File: config.mk
export PLATFORM = sky130hd
export DESIGN_NAME = duplex_mailbox
export DESIGN_NICKNAME = d
export VERILOG_FILES = /design/src/rtl/mbox_pkg.sv /design/src/rtl/mbox_fifo.sv /design/src/rtl/mbox_regs.sv /design/src/rtl/duplex_mailbox.sv
export SDC_FILE = /design/constraint.sdc
export NUM_CORES = 1
export LEC_CHECK = 0
export BUFFER_PORTS_ARGS = -buffer_cell sky130_fd_sc_hd__buf_2
export CELL_PAD_IN_SITES_DETAIL_PLACEMENT = 1
export CELL_PAD_IN_SITES_GLOBAL_PLACEMENT = 2
export CORE_UTILIZATION = 51
export CTS_BUF_LIST = sky130_fd_sc_hd__clkbuf_8
export DETAILED_ROUTE_END_ITERATION = 8
export PLACE_DENSITY_LB_ADDON = 0.15
export SLEW_MARGIN = 20
export SYNTH_ARGS = -nofsm -noshare
export SYNTH_HDL_FRONTEND = slang
export SYNTH_SLANG_ARGS = --single-unit
export TNS_END_PERCENT = 20
File: constraint.sdc
create_clock -name clk_i -period 4.9 [get_ports clk_i]
set_input_delay 0.98 -clock clk_i [delete_from_list [all_inputs] [get_ports clk_i]]
set_output_delay 0.98 -clock clk_i [all_outputs]
set_load 0.03 [all_outputs]
File: src/rtl/mbox_pkg.sv
package mbox_pkg;
  localparam int unsigned WORD_W = 32;
  localparam int unsigned ADDR_W = 6;

  localparam logic [ADDR_W-1:0] OFS_IN_POP   = 6'h00;
  localparam logic [ADDR_W-1:0] OFS_IN_PEEK  = 6'h10;
  localparam logic [ADDR_W-1:0] OFS_IN_STAT  = 6'h18;
  localparam logic [ADDR_W-1:0] OFS_CFG      = 6'h1C;
  localparam logic [ADDR_W-1:0] OFS_OUT_PUSH = 6'h20;
  localparam logic [ADDR_W-1:0] OFS_OUT_STAT = 6'h38;

  localparam int unsigned STAT_FULL_BIT  = 31;
  localparam int unsigned STAT_EMPTY_BIT = 30;
  localparam int unsigned CFG_IRQ_EN_BIT = 0;

  function automatic logic [WORD_W-1:0] stat_word(input logic full, input logic empty);
    logic [WORD_W-1:0] w;
    w = '0;
    w[STAT_FULL_BIT]  = full;
    w[STAT_EMPTY_BIT] = empty;
    return w;
  endfunction
endpackage

File: src/rtl/mbox_fifo.sv
module mbox_fifo #(
  parameter int unsigned WIDTH = 32,
  parameter int unsigned DEPTH = 8,
  localparam int unsigned AW  = (DEPTH > 1) ? $clog2(DEPTH) : 1,
  localparam int unsigned CW  = $clog2(DEPTH + 1)
) (
  input  logic             clk_i,
  input  logic             rst_ni,
  input  logic             push_i,
  input  logic [WIDTH-1:0] push_data_i,
  input  logic             pop_i,
  output logic [WIDTH-1:0] head_o,
  output logic             full_o,
  output logic             empty_o,
  output logic [CW-1:0]    count_o
);
  logic [WIDTH-1:0] mem_q [DEPTH];
  logic [AW-1:0]    wr_ptr_q, rd_ptr_q;
  logic [CW-1:0]    cnt_q;
  logic             do_push, do_pop;

  assign full_o  = (cnt_q == CW'(DEPTH));
  assign empty_o = (cnt_q == '0);
  assign do_push = push_i && !full_o;
  assign do_pop  = pop_i && !empty_o;
  assign head_o  = mem_q[rd_ptr_q];
  assign count_o = cnt_q;

  function automatic logic [AW-1:0] next_ptr(input logic [AW-1:0] p);
    return (p == AW'(DEPTH - 1)) ? '0 : p + 1'b1;
  endfunction

  always_ff @(posedge clk_i or negedge rst_ni) begin
    if (!rst_ni) begin
      for (int i = 0; i < DEPTH; i++) mem_q[i] <= '0;
      wr_ptr_q <= '0;
      rd_ptr_q <= '0;
      cnt_q    <= '0;
    end else begin
      if (do_push) begin
        mem_q[wr_ptr_q] <= push_data_i;
        wr_ptr_q        <= next_ptr(wr_ptr_q);
      end
      if (do_pop) rd_ptr_q <= next_ptr(rd_ptr_q);
      case ({do_push, do_pop})
        2'b10:   cnt_q <= cnt_q + 1'b1;
        2'b01:   cnt_q <= cnt_q - 1'b1;
        default: cnt_q <= cnt_q;
      endcase
    end
  end
endmodule

File: src/rtl/mbox_regs.sv
module mbox_regs
  import mbox_pkg::*;
(
  input  logic              clk_i,
  input  logic              rst_ni,
  input  logic              bus_sel_i,
  input  logic              bus_we_i,
  input  logic [ADDR_W-1:0] bus_addr_i,
  input  logic [WORD_W-1:0] bus_wdata_i,
  output logic [WORD_W-1:0] bus_rdata_o,
  input  logic [WORD_W-1:0] in_head_i,
  input  logic              in_full_i,
  input  logic              in_empty_i,
  input  logic              out_full_i,
  input  logic              out_empty_i,
  output logic              in_pop_o,
  output logic              out_push_o,
  output logic              irq_o
);
  logic rd_en, wr_en, irq_en_q;

  assign rd_en      = bus_sel_i && !bus_we_i;
  assign wr_en      = bus_sel_i && bus_we_i;
  assign in_pop_o   = rd_en && (bus_addr_i == OFS_IN_POP) && !in_empty_i;
  assign out_push_o = wr_en && (bus_addr_i == OFS_OUT_PUSH);
  assign irq_o      = irq_en_q && !in_empty_i;

  always_ff @(posedge clk_i or negedge rst_ni) begin
    if (!rst_ni)                             irq_en_q <= 1'b0;
    else if (wr_en && bus_addr_i == OFS_CFG) irq_en_q <= bus_wdata_i[CFG_IRQ_EN_BIT];
  end

  always_comb begin
    bus_rdata_o = '0;
    if (rd_en) begin
      unique case (bus_addr_i)
        OFS_IN_POP, OFS_IN_PEEK: bus_rdata_o = in_empty_i ? '0 : in_head_i;
        OFS_IN_STAT:             bus_rdata_o = stat_word(in_full_i, in_empty_i);
        OFS_CFG:                 bus_rdata_o[CFG_IRQ_EN_BIT] = irq_en_q;
        OFS_OUT_STAT:            bus_rdata_o = stat_word(out_full_i, out_empty_i);
        default:                 bus_rdata_o = '0;
      endcase
    end
  end
endmodule

File: src/rtl/duplex_mailbox.sv
module duplex_mailbox
  import mbox_pkg::*;
#(
  parameter int unsigned DEPTH = 8,
  localparam int unsigned CW   = $clog2(DEPTH + 1)
) (
  input  logic              clk_i,
  input  logic              rst_ni,
  input  logic              bus_sel_i,
  input  logic              bus_we_i,
  input  logic [ADDR_W-1:0] bus_addr_i,
  input  logic [WORD_W-1:0] bus_wdata_i,
  output logic [WORD_W-1:0] bus_rdata_o,
  output logic              irq_o,
  input  logic              rmt_push_i,
  input  logic [WORD_W-1:0] rmt_push_data_i,
  output logic              rmt_in_full_o,
  input  logic              rmt_pop_i,
  output logic [WORD_W-1:0] rmt_pop_data_o,
  output logic              rmt_out_empty_o
);
  logic [WORD_W-1:0] in_head;
  logic              in_full, in_empty, in_pop;
  logic              out_full, out_empty, out_push;
  logic [CW-1:0]     in_cnt, out_cnt;

  mbox_fifo #(.WIDTH(WORD_W), .DEPTH(DEPTH)) u_in_fifo (
    .clk_i, .rst_ni,
    .push_i(rmt_push_i), .push_data_i(rmt_push_data_i),
    .pop_i(in_pop), .head_o(in_head),
    .full_o(in_full), .empty_o(in_empty), .count_o(in_cnt)
  );

  mbox_fifo #(.WIDTH(WORD_W), .DEPTH(DEPTH)) u_out_fifo (
    .clk_i, .rst_ni,
    .push_i(out_push), .push_data_i(bus_wdata_i),
    .pop_i(rmt_pop_i), .head_o(rmt_pop_data_o),
    .full_o(out_full), .empty_o(out_empty), .count_o(out_cnt)
  );

  mbox_regs u_regs (
    .clk_i, .rst_ni,
    .bus_sel_i, .bus_we_i, .bus_addr_i, .bus_wdata_i, .bus_rdata_o,
    .in_head_i(in_head), .in_full_i(in_full), .in_empty_i(in_empty),
    .out_full_i(out_full), .out_empty_i(out_empty),
    .in_pop_o(in_pop), .out_push_o(out_push), .irq_o
  );

  assign rmt_in_full_o   = in_full;
  assign rmt_out_empty_o = out_empty;
endmodule

==> impl_metrics.tcl <==
set metrics [dict create \
    drive_above_1_share_pct 57.1 \
    postCtsSetupRepairBufs 0 \
    holdBufCountCts 0 \
    arrival_ps 3170 \
    setup_tns_ps 0 \
    grt_pass1_wl_mm 88.8 \
    cts_resized 0 \
    synth_nets 1567 \
    slew_violations 0 \
    end_kind "output pin" \
    ff2ff_path_depth 10 \
    start_util_pct 51.8 \
    dp_cells 2167 \
    stdcell_count 2323 \
    required_ps 3920 \
    placed_cell_area_um2 25600 \
    postSynthCellCount 1477 \
    drt-initial-drc-count 697 \
    worstPathCellList "buf_2, or4_4, or4_2, buf_4, o21ai_0, buf_2" \
    ant_nets 0 \
    p_per_area_nw_per_um2 493 \
    dp_hpwl_mm 33.1 \
    antenna_found_initial 7 \
    die_w_um 220 \
    setup_viol 0 \
    final_common_cell "dfrtp_1" \
    fin_crit_sh_pct 84.6 \
    maxCapViolations 0 \
    synth_seq_cells 533 \
    timing.rr.end "u_out_fifo.count_o[2]$_DFFE_PN0P_" \
    nFillCells 4286 \
    nNetsFinal 1741 \
    clock_sinks 533 \
    violations "design-rule violations" \
    clk_pin_slew_worst_paths_ps 60 \
    post_drt_wl_per_cell_um 24.0 \
    area_delta_synth_final_pct 12.9 \
    cp_common_cell "buf_2" \
    critPathSlowestCell "or4_2" \
    ff2ff_setup_slack_ps 1670 \
    fin_worst_skew_ps 21.7 \
    layout_common_cells "527 x dfrtp_1, 525 x mux2_2, 141 x buf_2" \
    max_stage_delay_ps 630 \
    ctsRootBufferMaster "clkbuf_8" \
    synth_edf_count 0 \
    ir_worst_vdd_mv 0.285 \
    ys_seq_area_share_pct 55.0 \
    synth_cell_types 47 \
    clockBufferDepth 3 \
    cp-start-kind "input pin" \
    path_max_fanout 33 \
    tightest_slew_ps 1110 \
    synth-async-reset-ratio_pct 100 \
    rsz0062_at_grt "no" \
    fin_crit_ps 4150 \
    via_per_inst 5.80 \
    io_buffers 142 \
    p_leak_uw 0.0129 \
    die-height_um 220 \
    vias 13481 \
    design_area_um2 27400 \
    synth_top_area_share_pct 55.0 \
    cts_tree "yes" \
    rr_startpoint "u_out_fifo.count_o[1]$_DFFE_PN0P_" \
    routabilityCongestion 0.727 \
    hold_path.class "in2async" \
    ys_warn_count 0 \
    cp_top_family "simple AND/OR/NAND/NOR gates" \
    dr.pass1.iters 8 \
    fp.coreArea_um2 46800 \
    rows 79 \
    die-area_um2 48400 \
    ios 143 \
    critPathKind "in2out" \
    synth_top_cell_by_area "dfrtp_1" \
    grt_remaining_overflow 0 \
    cp_num_buf_inv 3 \
    hold_viol_final 0 \
    numCtsBuffers 89 \
    grt_max_degree 108 \
    drt_wl_total_mm 55.7 \
    relSlewSlack_pct 25.9 \
    clock.fmax_ghz 0.241 \
    grt_util_all_layers_pct 24.3 \
    grt_pass1_vias 15078 \
    synth_area_per_cell_um2 16.4 \
    synth_area_leaders "dfrtp_1 55%, mux2_2 24%, mux4_2 12%" \
    htree_levels 3 \
    netlist_area_um2 24200 \
    outcome "finished with violations" \
    drcViolationCount 32 \
    worstSkewPairLatency_ps 660 \
    synth_top_flop_cell "dfrtp_1" \
]
==> kinds of logic after synthesis <==
logic type / share of synthesized area, %
adder cells (fa/ha/maj): 0.723
flip-flops: 55.0
multiplexers: 39.0
buffers and inverters: 2.25
AO/OA/AOI/OAI: 0.346
XOR/XNOR: 0.361
AND/OR/NAND/NOR: 2.24
==> flip-flops by register name, summed over array words and instances, names as in the netlist <==
signal	count
u_out_fifo.count_o	4
u_out_fifo.mem_q	256
u_out_fifo.wr_ptr_q	3
u_regs.irq_en_q	1
u_in_fifo.wr_ptr_q	3
u_in_fifo.rd_ptr_q	3
u_in_fifo.count_o	4
u_in_fifo.mem_q	256
u_out_fifo.rd_ptr_q	3
==> worst max path at each step <==
| stage | from | end | slack (ps) | cells past startpoint |
|---|---|---|---|---|
| floorplan | bus_addr_i[3] | bus_rdata_o[0] | 1010 | 4 |
| global placement | bus_addr_i[2] | bus_rdata_o[30] | 830 | 6 |
| detailed placement | bus_addr_i[2] | bus_rdata_o[0] | 760 | 6 |
| CTS | u_out_fifo.rd_ptr_q[0]$_DFFE_PN0P_ | rmt_pop_data_o[29] | 730 | 4 |
| global route | u_out_fifo.rd_ptr_q[0]$_DFFE_PN0P_ | rmt_pop_data_o[29] | 620 | 4 |
| finish | bus_addr_i[2] | bus_rdata_o[0] | 750 | 6 |
==> stage by stage <==
stage          worst slack [ps]  utilization (%)  hold WS [ps]  total power, µW
2_1_floorplan              1010                -           452             8740
3_3_place_gp                826             54.8           462             9580
3_5_place_dp                756             54.8           473             9780
4_1_cts                     729             58.5           336            13700
5_1_grt                     618             58.5           356            14300
6_report                    752             58.5           311            13500
==> per-layer routing <==
| metal | up-vias | track usage [%] | wire (µm) |
|---|---|---|---|
| li1 | 5887 | - | - |
| met1 | 7246 | 32.5 | 24400 |
| met2 | 226 | 40.1 | 27600 |
| met3 | 112 | 5.13 | 2350 |
| met4 | 10 | 7.24 | 1310 |
| met5 | - | 0 | 58 |
==> cell usage after synthesis (3+ instances only) <==
cell type  count
inv_1          4
xor2_1         7
dfrtp_1      533
mux2_2       525
mux2_1        29
buf_6         15
nand2_1       12
ha_1          14
nor2_1        35
clkbuf_1      27
mux2i_1       34
nor3b_1        3
xnor2_1        3
nand2b_1       3
mux4_2       128
a21oi_1        4
buf_1          5
o21ai_0        3
nand3_1        5
buf_2         44
nor2b_1        9
o22ai_1        3
==> where the power goes <==
part	total, µW	internal (µW)	switching [µW]
clock network	3810	2070	1750
registers	6400	5560	838
logic	3260	1970	1290
total	13500	9600	3880
==> final cells by class <==
| class | instances | area, µm² | area share [%] |
|---|---|---|---|
| Multi-Input combinational cell | 846 | 10400 | 38.0 |
| Inverter | 4 | 15.0 | 0.0549 |
| Tap cell | 607 | 759 | 2.78 |
| Clock buffer | 114 | 1570 | 5.73 |
| Clock inverter | 39 | 161 | 0.590 |
| Sequential cell | 533 | 13400 | 48.8 |
| Timing Repair Buffer | 177 | 1110 | 4.05 |
| Antenna cell | 3 | 7.51 | 0.0274 |
Note: power is estimated with default switching activity, not from simulation.
